### config.mk
export PLATFORM = sky130hd
export DESIGN_NAME = gpio_irq_ctrl
export DESIGN_NICKNAME = d
export VERILOG_FILES = /design/src/rtl/gpio_irq_pkg.sv /design/src/rtl/gpio_sync.sv /design/src/rtl/gpio_regfile.sv /design/src/rtl/gpio_irq_detect.sv /design/src/rtl/gpio_irq_ctrl.sv
export SDC_FILE = /design/constraint.sdc
export NUM_CORES = 1
export LEC_CHECK = 0
export ABC_CLOCK_PERIOD_IN_PS = 2300
export BUFFER_PORTS_ARGS = -buffer_cell sky130_fd_sc_hd__buf_2
export CAP_MARGIN = 20
export CORE_MARGIN = 5
export CORE_UTILIZATION = 30
export CTS_CLUSTER_DIAMETER = 200
export CTS_CLUSTER_SIZE = 28
export DETAILED_ROUTE_END_ITERATION = 6
export PLACE_DENSITY_LB_ADDON = 0.05
export SYNTH_ARGS = -nofsm -noshare
export SYNTH_HDL_FRONTEND = slang
export SYNTH_SLANG_ARGS = --single-unit
### constraint.sdc
create_clock -name clk -period 2.3 [get_ports clk]
set_input_delay 0.115 -clock clk [delete_from_list [all_inputs] [get_ports clk]]
set_output_delay 0.115 -clock clk [all_outputs]
set_load 0.01 [all_outputs]
### src/rtl/gpio_irq_pkg.sv
// Package: shared register selector type and address decode for the GPIO block.
// Assumes word-aligned byte offsets on an 8-bit address.
package gpio_irq_pkg;

    localparam int BUS_AW = 8;
    localparam int BUS_DW = 32;

    typedef enum logic [3:0] {
        SEL_NONE,
        SEL_DIR,
        SEL_IN,
        SEL_SET,
        SEL_CLR,
        SEL_IEN,
        SEL_ITYPE,
        SEL_IPOL,
        SEL_IPEND,
        SEL_IMASK
    } reg_sel_e;

    // Map a byte offset to a register selector.
    function automatic reg_sel_e decode_off(input logic [BUS_AW-1:0] off);
        reg_sel_e s;
        case (off)
            8'h00:   s = SEL_DIR;
            8'h04:   s = SEL_IN;
            8'h0C:   s = SEL_SET;
            8'h10:   s = SEL_CLR;
            8'h14:   s = SEL_IEN;
            8'h18:   s = SEL_ITYPE;
            8'h1C:   s = SEL_IPOL;
            8'h20:   s = SEL_IPEND;
            8'h24:   s = SEL_IMASK;
            default: s = SEL_NONE;
        endcase
        return s;
    endfunction

endpackage

### src/rtl/gpio_sync.sv
// Module: multi-stage synchronizer for the asynchronous pin inputs.
// Assumes each bit is an independent level; no bus coherency is promised.
module gpio_sync #(
    parameter int N      = 8,
    parameter int STAGES = 2
) (
    input  logic         clk,
    input  logic         rst_n,
    input  logic [N-1:0] d_async,
    output logic [N-1:0] d_sync
);

    logic [N-1:0] stage_q [STAGES];

    genvar s;
    generate
        for (s = 0; s < STAGES; s++) begin : g_stage
            if (s == 0) begin : g_first
                // First capture flop.
                always_ff @(posedge clk) begin
                    if (!rst_n) stage_q[0] <= '0;
                    else        stage_q[0] <= d_async;
                end
            end else begin : g_next
                // Later resolution flops.
                always_ff @(posedge clk) begin
                    if (!rst_n) stage_q[s] <= '0;
                    else        stage_q[s] <= stage_q[s-1];
                end
            end
        end
    endgenerate

    assign d_sync = stage_q[STAGES-1];

endmodule

### src/rtl/gpio_regfile.sv
// Module: writable control registers of the GPIO block.
// Assumes one write per cycle; only the low N data bits are stored.
module gpio_regfile
    import gpio_irq_pkg::*;
#(
    parameter int N            = 8,
    parameter bit DIR_INVERTED = 1'b0
) (
    input  logic              clk,
    input  logic              rst_n,
    input  logic              wr_en,
    input  reg_sel_e          wr_sel,
    input  logic [BUS_DW-1:0] wdata,
    output logic [N-1:0]      dir_q,
    output logic [N-1:0]      out_q,
    output logic [N-1:0]      ien_q,
    output logic [N-1:0]      itype_q,
    output logic [N-1:0]      ipol_q,
    output logic [N-1:0]      imask_q
);

    localparam logic [N-1:0] DIR_RESET = DIR_INVERTED ? {N{1'b1}} : {N{1'b0}};

    logic [N-1:0] wbits;
    assign wbits = wdata[N-1:0];

    // Direction register; reset value means "input" in either variant.
    always_ff @(posedge clk) begin
        if (!rst_n)                          dir_q <= DIR_RESET;
        else if (wr_en && wr_sel == SEL_DIR) dir_q <= wbits;
    end

    // Output latch updated only by the set and clear strobes.
    always_ff @(posedge clk) begin
        if (!rst_n)                          out_q <= '0;
        else if (wr_en && wr_sel == SEL_SET) out_q <= out_q | wbits;
        else if (wr_en && wr_sel == SEL_CLR) out_q <= out_q & ~wbits;
    end

    // Interrupt enable register.
    always_ff @(posedge clk) begin
        if (!rst_n)                          ien_q <= '0;
        else if (wr_en && wr_sel == SEL_IEN) ien_q <= wbits;
    end

    // Interrupt sense type register (1 = level).
    always_ff @(posedge clk) begin
        if (!rst_n)                            itype_q <= '0;
        else if (wr_en && wr_sel == SEL_ITYPE) itype_q <= wbits;
    end

    // Interrupt polarity register (1 = high / rising).
    always_ff @(posedge clk) begin
        if (!rst_n)                           ipol_q <= '0;
        else if (wr_en && wr_sel == SEL_IPOL) ipol_q <= wbits;
    end

    // Interrupt mask register (1 = unmasked).
    always_ff @(posedge clk) begin
        if (!rst_n)                            imask_q <= '0;
        else if (wr_en && wr_sel == SEL_IMASK) imask_q <= wbits;
    end

endmodule

### src/rtl/gpio_irq_detect.sv
// Module: per-pin edge/level sensing and pending state.
// Assumes synchronized inputs; an edge event wins over a same-cycle clear.
module gpio_irq_detect #(
    parameter int N = 8
) (
    input  logic         clk,
    input  logic         rst_n,
    input  logic [N-1:0] pin_sync,
    input  logic [N-1:0] itype,
    input  logic [N-1:0] ipol,
    input  logic         pend_rd,
    output logic [N-1:0] pending
);

    logic [N-1:0] prev_q;

    // Previous synchronized value, tracked independently of configuration.
    always_ff @(posedge clk) begin
        if (!rst_n) prev_q <= '0;
        else        prev_q <= pin_sync;
    end

    genvar i;
    generate
        for (i = 0; i < N; i++) begin : g_pin
            logic lvl_hit;
            logic edge_evt;
            logic edge_q;

            assign lvl_hit  = (pin_sync[i] == ipol[i]);
            assign edge_evt = !itype[i] && (pin_sync[i] != prev_q[i]) && lvl_hit;

            // Latched edge flag: set by event, cleared by read, idle in level mode.
            always_ff @(posedge clk) begin
                if (!rst_n)        edge_q <= 1'b0;
                else if (itype[i]) edge_q <= 1'b0;
                else if (edge_evt) edge_q <= 1'b1;
                else if (pend_rd)  edge_q <= 1'b0;
            end

            assign pending[i] = itype[i] ? lvl_hit : edge_q;
        end
    endgenerate

endmodule

### src/rtl/gpio_irq_ctrl.sv
// Module: top of the GPIO block with interrupt aggregation and register reads.
// Assumes PIN_COUNT is between 1 and 31 and one bus access per strobe cycle.
module gpio_irq_ctrl
    import gpio_irq_pkg::*;
#(
    parameter int PIN_COUNT    = 8,
    parameter bit DIR_INVERTED = 1'b0,
    parameter int SYNC_STAGES  = 2
) (
    input  logic                 clk,
    input  logic                 rst_n,
    input  logic                 bus_sel,
    input  logic                 bus_wr,
    input  logic [BUS_AW-1:0]    bus_addr,
    input  logic [BUS_DW-1:0]    bus_wdata,
    output logic [BUS_DW-1:0]    bus_rdata,
    input  logic [PIN_COUNT-1:0] pin_in,
    output logic [PIN_COUNT-1:0] pin_out,
    output logic [PIN_COUNT-1:0] pin_oe,
    output logic                 irq
);

    reg_sel_e             sel;
    logic                 wr_en;
    logic                 rd_en;
    logic [PIN_COUNT-1:0] pin_sync;
    logic [PIN_COUNT-1:0] dir_q;
    logic [PIN_COUNT-1:0] out_q;
    logic [PIN_COUNT-1:0] ien_q;
    logic [PIN_COUNT-1:0] itype_q;
    logic [PIN_COUNT-1:0] ipol_q;
    logic [PIN_COUNT-1:0] imask_q;
    logic [PIN_COUNT-1:0] pending;
    logic [PIN_COUNT-1:0] rd_bits;
    logic                 irq_q;
    logic [BUS_DW-1:0]    rdata_q;

    assign sel   = decode_off(bus_addr);
    assign wr_en = bus_sel && bus_wr;
    assign rd_en = bus_sel && !bus_wr;

    gpio_sync #(.N(PIN_COUNT), .STAGES(SYNC_STAGES)) u_sync (
        .clk     (clk),
        .rst_n   (rst_n),
        .d_async (pin_in),
        .d_sync  (pin_sync)
    );

    gpio_regfile #(.N(PIN_COUNT), .DIR_INVERTED(DIR_INVERTED)) u_regs (
        .clk     (clk),
        .rst_n   (rst_n),
        .wr_en   (wr_en),
        .wr_sel  (sel),
        .wdata   (bus_wdata),
        .dir_q   (dir_q),
        .out_q   (out_q),
        .ien_q   (ien_q),
        .itype_q (itype_q),
        .ipol_q  (ipol_q),
        .imask_q (imask_q)
    );

    gpio_irq_detect #(.N(PIN_COUNT)) u_det (
        .clk      (clk),
        .rst_n    (rst_n),
        .pin_sync (pin_sync),
        .itype    (itype_q),
        .ipol     (ipol_q),
        .pend_rd  (rd_en && sel == SEL_IPEND),
        .pending  (pending)
    );

    // Read multiplexer; write-only and unmapped offsets return zero.
    always_comb begin
        case (sel)
            SEL_DIR:   rd_bits = dir_q;
            SEL_IN:    rd_bits = pin_sync;
            SEL_IEN:   rd_bits = ien_q;
            SEL_ITYPE: rd_bits = itype_q;
            SEL_IPOL:  rd_bits = ipol_q;
            SEL_IPEND: rd_bits = pending;
            SEL_IMASK: rd_bits = imask_q;
            default:   rd_bits = '0;
        endcase
    end

    // Registered read data, held between reads.
    always_ff @(posedge clk) begin
        if (!rst_n)     rdata_q <= '0;
        else if (rd_en) rdata_q <= BUS_DW'(rd_bits);
    end

    // Registered combined interrupt request.
    always_ff @(posedge clk) begin
        if (!rst_n) irq_q <= 1'b0;
        else        irq_q <= |(pending & ien_q & imask_q);
    end

    assign bus_rdata = rdata_q;
    assign irq       = irq_q;
    assign pin_out   = out_q;
    assign pin_oe    = DIR_INVERTED ? ~dir_q : dir_q;

endmodule

---- After elaboration in Yosys (flattened, before gate mapping) ----
Memories as Yosys holds them, arrays and structs flattened.
Index checks and enable logic that the tools add are counted.
cells by class
  equal/unequal tests ..................... 33
  muxes and demuxes ....................... 25
  bitwise operators ....................... 8
  reductions and logical operators ........ 54
operators with widths
  cell                  number
  $pmux W8 S7           1
  $pmux W4 S9           1
  $eq A8 B5 Y1 const B  4
  $mux W8               4
  $logic_and A1 B1 Y1   26
  $and A8 B8 Y8         3
  $mux W1               19
  $reduce_bool A2 Y1    9
  $eq A4 B3 Y1 const B  4
  $eq A8 B6 Y1 const B  2
  $reduce_or A2 Y1      8
  $logic_not A1 Y1      9
  $eq A1 B1 Y1          8
  $eq A4 B2 Y1 const B  2
  $eq A4 B4 Y1 const B  2
  $eq A8 B3 Y1 const B  1
  $eq A8 B4 Y1 const B  1
  $logic_not A8 Y1      1
  $ne A1 B1 Y1          8
  $not A8 Y8            1
  $or A8 B8 Y8          1
  $reduce_or A8 Y1      1
  $eq A4 B1 Y1 const B  1
  $or A1 B1 Y1          2
  $not A1 Y1            1
storage, ports and cells
  register bits after elaboration ......... 73
  RAM bits ................................ 16
  input bits .............................. 52
  output and inout bits ................... 49
  word-level logic and storage cells ...... 138
  memories ................................ 1
memory list
  memory          depth  bits a word  read ports  clocked after Yosys merged registers in  write ports  line             RTL
  u_sync.stage_q  2      8            2           0                                        2            gpio_sync.sv:13  logic [N-1:0] stage_q [STAGES];

---- Depth between registers and ports, before layout ----
Gate-level depths: netlist of the first run.
  word-level depth ........................ 6
  depth in mapped cells ................... 6
  gate-level depth less buffers ........... 4

---- By module ----
From an unflattened synthesis of the first run, not the netlist that was laid out.
second synthesis, totals
  cells, all modules ...................... 444
  area total of the unflattened synthesis .. 4,297.9 um^2
modules (own cells, without submodules)
  module           instances  cells each  area an instance (um^2)  seq. area each (um^2)
  gpio_regfile     1          181         1,838.0                  960.9
  gpio_irq_ctrl    1          157         1,218.7                  180.2
  gpio_irq_detect  1          73          794.5                    320.3
  gpio_sync        1          33          446.7                    320.3

---- Least setup slack after synthesis of the first run ----
OpenSTA, ideal clock, no wires.
  path type ............................... input to register
  from .................................... in bus_addr[3]
  to ...................................... reg u_det.g_pin[1].edge_q
  setup time .............................. 0.116 ns
  arrival ................................. 1.634 ns
  data required time ...................... 2.184 ns
  slack ................................... 0.551 ns
  stages on the path ...................... 5
  path buffers ............................ 1
  cells stage by stage .................... buf_2 -> nor4_2 -> nand4b_1 -> a221o_1 -> and3_1
between the ends
  word-level cells in the longest chain between the ends .. 5
  elaborated cells between the ends (all ways) .. 13
  classes of those cells .................. eq/ne (9); mux (1); reduce/logical (3)
RTL lines
  what                                        line                   RTL
  start, declared                             gpio_irq_ctrl.sv:14    input logic [BUS_AW-1:0] bus_addr,
  $eq A8 B6 Y1, or another cell as far along  gpio_irq_pkg.sv:24     case (off)
  $pmux W4 S9 *                               gpio_irq_pkg.sv:24
  $eq A4 B4 Y1 *                              gpio_irq_ctrl.sv:69    .pend_rd (rd_en && sel == SEL_IPEND),
  $logic_and A1 B1 Y1 *                       gpio_irq_ctrl.sv:69
  $reduce_bool A2 Y1 (no source line) *       --
  end signal, assigned                        gpio_irq_detect.sv:35  if (!rst_n) edge_q <= 1'b0;
  end signal, assigned                        gpio_irq_detect.sv:36  else if (itype[i]) edge_q <= 1'b0;
  end signal, assigned                        gpio_irq_detect.sv:37  else if (edge_evt) edge_q <= 1'b1;
  end, declared                               gpio_irq_detect.sv:28  logic edge_q;
Every way passes the cells marked *; elsewhere a longest branch is shown, timed or not.
A chain may end at the register's enable or synchronous reset.

---- Worst setup path in the final report of the first run ----
  from .................................... in bus_addr[2]
  to ...................................... reg u_regs.dir_q[7]
between the ends
  word-level cells in the longest chain between the ends .. 4
  elaborated cells between the ends (all ways) .. 12
  classes of those cells .................. eq/ne (9); mux (1); reduce/logical (2)
RTL lines
  what                                        line                RTL
  $eq A8 B6 Y1, or another cell as far along  gpio_irq_pkg.sv:24
  $pmux W4 S9 *                               gpio_irq_pkg.sv:24
  $eq A4 B1 Y1 *                              gpio_regfile.sv:30  else if (wr_en && wr_sel == SEL_DIR) dir_q <= wbits;
  $logic_and A1 B1 Y1 *                       gpio_regfile.sv:30
  end signal, assigned                        gpio_regfile.sv:30
  end, declared                               gpio_regfile.sv:14  output logic [N-1:0] dir_q,
Marks and branches as above.

==> impl_metrics.csv, run 1 <==
group,metric,value,unit
status,run_status,"completed",
worst_setup_path,cp-start-kind,"input port",
synth,ys_async_sr_fraction,0,%
worst_setup_path,path_depth_of_the_worst_reg2reg_path,4,
worst_setup_path,critical_path_peak_fanout,10,
cells_and_area,largest_reg_flops,16,
timing,fin_setup_tns,0,ps
worst_setup_path,cp.buffers_inverters,2,
cells_and_area,finish.net_count,578,
timing,worst-slew-pin-transition,650,ps
worst_hold_path,min_delay_path_depth,3,
worst_setup_path,critical_path.reg2reg.startpoint,"u_regs.itype_q[0]",
worst_setup_path,worstPathCellList,"buf_2 -> or4_1 -> nor3_4 -> buf_12 -> mux2i_1 -> nor2b_1",
timing,setup_viol,0,
grt,grt.overflow.total,0,
detailed_routing,drc,0,
cells_and_area,flow.area_growth_from_synthesis,20.3,%
synth,yosys.area.top_type_share,40.9,%
worst_setup_path,worst_path_max_delay_cell,"or4_1",
clock_tree,cts.repair_timing.setup_buffer_count,0,
synth,synthMostInstantiatedCell,"dfxtp_1",
place,globalplace.congestion,0.795,
detailed_routing,vias_per_cell,4.85,
floorplanning,fp.dieH,130,um
worst_setup_path,critPathKind,"input port to flop",
grt,grt_pass1_vias,3374,
cells_and_area,antenna_cells_inserted,0,
grt,grt_start_max_net_pins,36,
synth,avgSynthCellArea,9.63,sq um
place,post-dp-hpwl,9150,um
floorplanning,fp.dieW,130,um
clock_tree,cts_max_path_buffers,2,
cells_and_area,final_core_utilization,36.4,%
grt,grt_pass1_wl,19700,um
timing,fin_crit,1550,ps
synth,synthesized_area,4350,sq um
timing,fin_ws,751,ps
synth,synth.largest_area_cell,"dfxtp_1",
floorplanning,initial_core_util,30.3,%
clock_tree,clkTransAtPathRegs,60,ps
flow_run,drv.max_cap_violation_count,0,
timing,fin_skew,6.67,ps
synth,synth.top_cells.by_area,"dfxtp_1 (41%), mux2i_1 (12%), nor2b_1 (5.9%), and2_1 (4.2%), buf_4 (4.1%)",
clock_tree,clkLatencyLatePin,340,ps
grt,antenna_violations_before_repair,0,
clock_tree,tritoncts,"done",
detailed_routing,vias,3469,
worst_setup_path,critical-path-top-delay-family,"simple AND/OR/NAND/NOR gates",
place,place_ws,422,ps
timing,timing_hold_violations_final,0,
detailed_routing,iteration_0_drc_markers,202,
worst_setup_path,critical_path.startpoint,"bus_addr[2]",
timing,maxSlewHeadroom,56.7,%
floorplanning,floorplan.io_pins,101,
detailed_routing,wl,12700,um
worst_setup_path,crit_required,2530,ps
worst_setup_path,cp.arrival,1780,ps
floorplanning,row_count,44,
synth,synthesis.instances,452,
worst_hold_path,min_path_type,"input port to flop",
synth,yosysWarnings,0,
cells_and_area,fillers,1499,
pwr,power.total,3240,uW
clock_tree,post_cts.resized_instances,0,
worst_setup_path,setup.reg_to_reg.worst_slack,940,ps
synth,synth.yosys.seq_area_share,40.9,%
cells_and_area,post_route_cells_drive_above_1_share,20.0,%
worst_setup_path,critical-path-max-stage-delay,630,ps
synth,synth_common_cells,"dfxtp_1 (89), mux2i_1 (53), nor2b_1 (41)",
detailed_routing,first_pass_iters,4,
clock_tree,numClockSinks,89,
clock_tree,clk_root_buffer_cell,"clkbuf_16",
worst_setup_path,worst_r2r_endpoint,"irq",
timing,rsz0062_at_grt,"false",
floorplanning,core_area,14400,sq um
clock_tree,post_cts_hold_buffer_count,8,
synth,post_synth_edffs,0,
synth,post_synth_top_flop,"dfxtp_1",
timing,fmax,645,MHz
timing,report.final.slew_viol_count,0,
cells_and_area,max_flop_register,"u_sync.stage_q",
synth,distinct_cell_type_count_after_synthesis,50,
synth,yosys_register_bits,89,
grt,grt_util_all_layers,15.4,%
place,port-buffer-count,52,
pwr,leakagePower,0.00213,uW
pwr,power_per_cell_area,618,nW/um^2
worst_hold_path,hold_path_startpoint,"bus_wdata[3]",
pwr,ir_drop,327,uV
clock_tree,htree_levels,3,
timing,final.period_utilization,67.4,%
detailed_routing,post_drt_wl_per_cell,17.8,um
floorplanning,die_area,17000,sq um
clock_tree,cts_buf_count,9,
worst_setup_path,timing.critical_path.to_type,"flop",
detailed_routing,drtAntennaViolNets,0,
-- cells by family (layout without fill, tap and decap cells) --
group	count (synthesis)	after routing	share of synthesized area (%)
simple gates	177	177	25.1
other cells	1	24	0.0861
flops	89	89	40.9
compound gates	64	64	11.3
mux	61	61	14.3
buf+inv	52	108	6.75
xor+xnor	8	8	1.61
-- cell usage in the layout, fill, tap and decap left out, types with 3 or more instances in the layout --
cell type and count:
dfxtp_1 89, mux2i_1 53, buf_2 52, nor2b_1 41
and2_1 29, nand2_1 26, conb_1 24, nor2_1 19
buf_4 19, o21ai_0 13, nand4_1 11, inv_1 11
nand4b_1 9, clkbuf_16 9, xnor2_1 8, mux2_2 8
dlygate4sd3_1 8, nand3_1 6, a21boi_0 6, nand2b_1 6
a22oi_1 6, a221oi_1 6, nor3b_1 6, o221ai_1 5
o211a_1 5, nor3_1 4, and3_1 4, clkbuf_8 4
a32o_1 3, a31oi_1 3, a21oi_1 3, a211oi_1 3
-- through the flow --
step	area, sq um	hold slack, ps	std cells
after floorplan	4440	242	475
after global placement	4860	322	691
after detailed placement	4860	327	691
after CTS	5240	85.8	715
after global routing	5240	101	715
final	5240	98.2	715
-- per-layer routing --
metal | vias up | wire [um] | global-route usage, %
met2 | 102 | 5540 | 22.5
li1 | 1713 | - | -
met4 | 0 | 149 | 5.14
met5 | - | 0 | 0
met1 | 1643 | 6240 | 22.7
met3 | 11 | 773 | 3.01
-- cell type report --
| class | instances | area [sq um] | share of cell area, % |
|---|---|---|---|
| multi-input combinational | 334 | 2360 | 45.2 |
| tap | 184 | 230 | 4.40 |
| sequential | 89 | 1780 | 34.0 |
| inverter | 11 | 41.3 | 0.789 |
| clock inverter | 1 | 7.51 | 0.143 |
| clock buffer | 15 | 288 | 5.50 |
| timing repair buffer | 81 | 523 | 9.99 |
-- worst register-to-register path, cell delays in order, from the launching register on --
cell and delay [ps]:
dfxtp_1 440, nand4b_1 170, and4_1 220, nand4_1 80
o31a_1 320
-- how the worst max path moves through the flow --
stage,to,slack (ps),cells after the start
finish,u_regs.dir_q[7],750,6
global route,u_regs.itype_q[0],710,6
floorplan,u_det.g_pin[1].edge_q,550,5
detailed placement,u_regs.dir_q[7],420,6
global placement,u_regs.dir_q[2],420,6
CTS,u_regs.dir_q[0],780,6
-- report_power, final --
| part | internal [uW] | switching, uW |
|---|---|---|
| Clock | 852 | 588 |
| Combinational | 86.9 | 129 |
| Sequential | 1560 | 17.1 |
| Total | 2500 | 735 |
No activity file was read; power rests on OpenSTA's default activity.
==> run 2: changes to the inputs <==
Settings changed: ABC_CLOCK_PERIOD_IN_PS 2300 to 1500.
Clock period 2.3 ns to 1.5 ns, I/O delays scaled along.
==> run 2 against run 1 <==
  * Highest routed layer unchanged
  * Flip-flop and latch count unchanged
  * Utilization increased by 2.4 points
  * Power increased by 68%
  * Count of clock-buffer cells in the layout decreased by 4
  * Global-route usage increased by 0.43 points
  * Critical endpoint is now irq
  * Critical path depth decreased by 2
  * Routed wire length increased by 3.7%
  * Clock power increased by 83%
  * First-iteration DRC count increased by 1.5%
  * Via count increased by 2.3%
  * Sequential power increased by 53%
  * Sequential share of layout area decreased by 2.1 points
  * Largest cell class unchanged
==> impl_metrics.csv, run 2 (synthesized netlist as in run 1, its figures left out) <==
group,metric,value,unit
status,run_status,"completed",
timing,final.period_utilization,92.6,%
place,port-buffer-count,52,
detailed_routing,first_pass_iters,4,
detailed_routing,vias_per_cell,4.80,
timing,maxSlewHeadroom,61.7,%
worst_setup_path,critical_path.startpoint,"u_regs.itype_q[4]",
grt,antenna_violations_before_repair,0,
place,globalplace.congestion,0.833,
clock_tree,post_cts_hold_buffer_count,8,
cells_and_area,post_route_cells_drive_above_1_share,24.8,%
pwr,internal_power,4240,uW
cells_and_area,largest_reg_flops,16,
clock_tree,clkTransAtPathRegs,60,ps
timing,timing_hold_violations_final,0,
worst_setup_path,worstPathCellList,"nand4b_1 -> and4_1 -> nand4_1 -> o31a_1",
grt,grt_util_all_layers,15.9,%
worst_setup_path,critical-path-top-delay-family,"simple AND/OR/NAND/NOR gates",
clock_tree,numClockSinks,89,
cells_and_area,flow.area_growth_from_synthesis,28.2,%
detailed_routing,vias,3550,
worst_setup_path,critical-path-max-stage-delay,440,ps
worst_setup_path,cp-start-kind,"flop",
floorplanning,fp.dieH,130,um
timing,fmax,720,MHz
worst_setup_path,cp.buffers_inverters,0,
worst_setup_path,critical_path_peak_fanout,6,
pwr,p_switching,1200,uW
floorplanning,floorplan.io_pins,101,
cells_and_area,fillers,1441,
worst_setup_path,cp_num_cells,4,
worst_setup_path,worst_path_max_delay_cell,"dfxtp_1",
worst_setup_path,timing.critical_path.to_type,"flop",
worst_setup_path,setup.reg_to_reg.worst_slack,110,ps
floorplanning,fp.dieW,130,um
worst_hold_path,min_path_type,"input port to flop",
pwr,power_per_cell_area,974,nW/um^2
detailed_routing,drtAntennaViolNets,0,
pwr,power.combinational.fraction,7.2,%
flow_run,drv.max_cap_violation_count,0,
timing,setup_viol,0,
detailed_routing,post_drt_wl_per_cell,17.8,um
grt,grt_start_max_net_pins,47,
floorplanning,die_area,17000,sq um
place,post-dp-hpwl,9760,um
clock_tree,cts.repair_timing.setup_buffer_count,0,
pwr,leakagePower,0.00231,uW
timing,fin_crit,1390,ps
timing,report.final.slew_viol_count,0,
floorplanning,row_count,44,
pwr,sw_frac_of_total,22.0,%
floorplanning,initial_core_util,30.3,%
worst_setup_path,critical_path.endpoint,"irq",
worst_setup_path,cp.arrival,1610,ps
clock_tree,tritoncts,"done",
grt,grt_pass1_vias,3545,
worst_setup_path,critPathKind,"flop to flop",
detailed_routing,wl,13200,um
clock_tree,post_cts.resized_instances,0,
clock_tree,cts_max_path_buffers,2,
detailed_routing,iteration_0_drc_markers,205,
cells_and_area,finish.net_count,603,
timing,worst-slew-pin-transition,573,ps
worst_setup_path,worst_r2r_endpoint,"irq",
detailed_routing,drc,0,
clock_tree,clkLatencyLatePin,350,ps
clock_tree,htree_levels,3,
pwr,power_frac_clock,48.3,%
worst_setup_path,path_depth_of_the_worst_reg2reg_path,4,
clock_tree,clk_root_buffer_cell,"clkbuf_16",
clock_tree,cts_buf_count,9,
worst_setup_path,crit_required,1720,ps
cells_and_area,max_flop_register,"u_sync.stage_q",
timing,rsz0062_at_grt,"false",
grt,grt_pass1_wl,20200,um
timing,fin_worst_hold_slack,50.4,ps
grt,grt.overflow.total,0,
pwr,ir_drop,572,uV
floorplanning,core_area,14400,sq um
timing,fin_skew,5.04,ps
cells_and_area,antenna_cells_inserted,0,
timing,fin_setup_tns,0,ps
cells_and_area,mostFrequentLayoutCells,"dfxtp_1 (89), mux2i_1 (53), buf_2 (52)",
worst_setup_path,critical_path.reg2reg.startpoint,"u_regs.itype_q[4]",
pwr,power.share.sequential,44.5,%
cells_and_area,layout.cells.most_common,"dfxtp_1",
[run 2: final cells by class]
type | count | area (sq um) | area share (%)
multi-input combinational | 334 | 2420 | 43.4
inverter | 11 | 41.3 | 0.740
sequential | 89 | 1780 | 31.9
clock buffer | 11 | 243 | 4.35
tap | 184 | 230 | 4.12
clock inverter | 5 | 103 | 1.84
timing repair buffer | 106 | 761 | 13.6
[run 2: worst min path at each step]
| stage | from | to | slack (ps) | cells past startpoint |
|---|---|---|---|---|
| 3_3_place_gp | pin_in[6] | u_sync.stage_q[0][6] | 280 | 2 |
| 2_1_floorplan | pin_in[0] | u_sync.stage_q[0][0] | 200 | 1 |
| 4_1_cts | bus_wdata[6] | flop | 40 | 3 |
| 3_5_place_dp | pin_in[3] | u_sync.stage_q[0][3] | 280 | 2 |
| 6_report | bus_wdata[6] | flop | 50 | 3 |
| 5_1_grt | bus_wdata[6] | flop | 60 | 3 |
[run 2: power by group through the flow]
stage,logic [uW],clock network (uW),registers (uW)
2_1_floorplan,240,0,2470
3_3_place_gp,375,0,2470
3_5_place_dp,377,0,2470
4_1_cts,393,2700,2420
5_1_grt,426,2800,2420
6_report,391,2630,2420
[run 2: per-layer routing]
metal / part of all wire [%] / up-vias / GRT usage (%) / wire length [um]
met4: 1.3 / 0 / 4.96 / 176
met1: 51 / 1676 / 23.3 / 6720
met2: 43 / 99 / 23.5 / 5660
met3: 4.7 / 15 / 2.85 / 626
met5: 0 / - / 0 / 0
li1: - / 1760 / - / -
[run 2: worst min-delay path, stage by stage]
cell      delay, ps
buf_2           140
nand2_1          60
a21boi_0         70
[run 2: metrics by stage]
| step | area (sq um) | worst slack (ps) | cells | utilization [%] | power (uW) |
|---|---|---|---|---|---|
| after floorplan | 4520 | -73.8 | 475 | - | 2710 |
| after global placement | 5160 | -170 | 716 | 35.9 | 2850 |
| after detailed placement | 5160 | -204 | 716 | 35.9 | 2850 |
| after CTS | 5580 | 134 | 740 | 38.9 | 5510 |
| after global routing | 5580 | 88.5 | 740 | 38.9 | 5650 |
| final | 5580 | 112 | 740 | 38.9 | 5440 |
==> run 3: changes to the inputs <==
==> constraint.sdc (replaced) <==
create_clock -name clk -period 1.5 [get_ports clk]
set_input_delay 0.075 -clock clk [delete_from_list [all_inputs] [get_ports clk]]
set_output_delay 0.075 -clock clk [all_outputs]
set_load 0.1 [all_outputs]
==> run 3 against run 2 <==
  * Combinational power is 59% higher
  * Count of clock-buffer cells in the layout grew 2
  * Setup slack gained 48 ps
  * Sequential share of layout area rose by 0.67 points
  * Utilization fell by 0.80 points
  * First-iteration DRC count grew 0.49%
  * Via count is 1.0% higher
  * Non-clock buffer count decreased by 5
  * Worst hold slack got worse by 2.0 ps
  * Routed wire length down 1.1%
  * Flip-flop and latch count did not move
  * Fmax increased by 3.6%
==> impl_metrics.csv, run 3 (synthesized netlist as in run 1, its figures left out) <==
group,metric,value,unit
cells_and_area,layout.cells.most_common,"dfxtp_1",
timing,rsz0062_at_grt,"false",
grt,grt_util_all_layers,15.9,%
floorplanning,fp.dieH,130,um
worst_setup_path,crit_required,1740,ps
floorplanning,initial_core_util,30.3,%
floorplanning,die_area,17000,sq um
cells_and_area,post_route_cells_drive_above_1_share,24.0,%
cells_and_area,multi_input_area,2430,sq um
worst_setup_path,timing.critical_path.to_type,"flop",
detailed_routing,vias,3587,
timing,final.period_utilization,89.4,%
worst_setup_path,cp.arrival,1580,ps
clock_tree,cts_max_path_buffers,2,
timing,setup_viol,0,
place,post-dp-hpwl,9610,um
timing,report.final.slew_viol_count,0,
floorplanning,fp.dieW,130,um
flow_run,drv.max_cap_violation_count,0,
worst_setup_path,worst_path_max_delay_cell,"dfxtp_1",
worst_hold_path,min_path_type,"input port to flop",
place,globalplace.congestion,0.803,
clock_tree,clkLatencyLatePin,350,ps
grt,grt_start_max_net_pins,22,
pwr,power_per_cell_area,947,nW/um^2
worst_setup_path,critical-path-max-stage-delay,370,ps
timing,fmax,746,MHz
cells_and_area,antenna_cells_inserted,0,
clock_tree,clk_root_buffer_cell,"clkbuf_16",
clock_tree,htree_levels,3,
clock_tree,post_cts.resized_instances,0,
cells_and_area,regArea,1780,sq um
floorplanning,core_area,14400,sq um
clock_tree,post_cts_hold_buffer_count,8,
status,run_status,"completed",
worst_setup_path,critPathKind,"flop to flop",
cells_and_area,max_flop_register,"u_sync.stage_q",
grt,grt_pass1_vias,3603,
worst_setup_path,worstPathCellList,"mux2_2 -> a22oi_1 -> o221ai_2 -> o211a_1",
place,placement.cell_area,5110,sq um
cells_and_area,mostFrequentLayoutCells,"dfxtp_1 (89), mux2i_1 (53), buf_2 (52)",
cells_and_area,flow.area_growth_from_synthesis,25.6,%
timing,fin_ws,159,ps
timing,fin_crit,1340,ps
timing,fin_skew,5.79,ps
detailed_routing,drc,0,
clock_tree,cts_buf_count,9,
detailed_routing,post_drt_wl_per_cell,17.8,um
clock_tree,tritoncts,"done",
worst_setup_path,critical_path_peak_fanout,6,
cells_and_area,largest_reg_flops,16,
place,place_ws,-166,ps
cells_and_area,layout.cell_area.non_filler,5470,sq um
detailed_routing,drtAntennaViolNets,0,
clock_tree,clkTransAtPathRegs,60,ps
detailed_routing,vias_per_cell,4.89,
floorplanning,row_count,44,
pwr,ir_drop,506,uV
worst_setup_path,cp-start-kind,"flop",
detailed_routing,wl,13000,um
grt,grt_pass1_wl,20200,um
timing,timing_hold_violations_final,0,
clock_tree,cts.repair_timing.setup_buffer_count,0,
grt,grt.overflow.total,0,
grt,antenna_violations_before_repair,0,
floorplanning,floorplan.io_pins,101,
cells_and_area,finish.net_count,598,
timing,fin_worst_hold_slack,48.4,ps
cells_and_area,fillers,1471,
place,port-buffer-count,52,
detailed_routing,iteration_0_drc_markers,206,
pwr,leakagePower,0.00225,uW
clock_tree,numClockSinks,89,
detailed_routing,first_pass_iters,4,
timing,fin_setup_tns,0,ps
==> run 3: stage by stage <==
stage,util (%),std cells,total power [uW]
detailed placement,35.6,711,3080
global route,38.1,734,5390
global placement,35.6,711,3080
floorplan,-,475,2950
finish,38.1,734,5180
CTS,38.1,734,5260
==> run 3: power by group <==
part,internal (uW),switching [uW]
Clock,1210,929
Sequential,2400,24.6
Combinational,170,452
Total,3770,1410
==> run 3: path summary, 6_finish.rpt <==
kind	startpoint	to	slack, ps	cells after the start
max	u_regs.itype_q[4]	bus_rdata[4]	160	4
min	bus_wdata[0]	flop	50	3
max reg2reg	u_regs.itype_q[4]	bus_rdata[4]	160	4
min reg2reg	u_sync.stage_q[0][4]	u_sync.stage_q[1][4]	430	1
==> run 3: layout make-up <==
cell class / count / share of cell area [%]
clock inverter: 2 / 0.252
inverter: 11 / 0.755
clock buffer: 13 / 4.76
timing repair buffer: 101 / 13.0
multi-input combinational: 334 / 44.4
tap: 184 / 4.21
sequential: 89 / 32.6
==> run 3: metal layers <==
metal | share of wire, % | routed length [um] | up-vias | global-route usage [%]
li1 | - | - | 1756 | -
met1 | 45 | 5870 | 1734 | 20.3
met2 | 48 | 6220 | 74 | 25.8
met3 | 5.0 | 655 | 23 | 3.78
met4 | 2.3 | 297 | 0 | 6.47
met5 | 0 | 0 | - | 0
==> run 3: worst max-delay path: cells and delay by family (launching register included) <==
kind,cells,cell delay (ps)
AO/OA/AOI/OAI,3,580
flip-flops,1,370
multiplexers,1,290
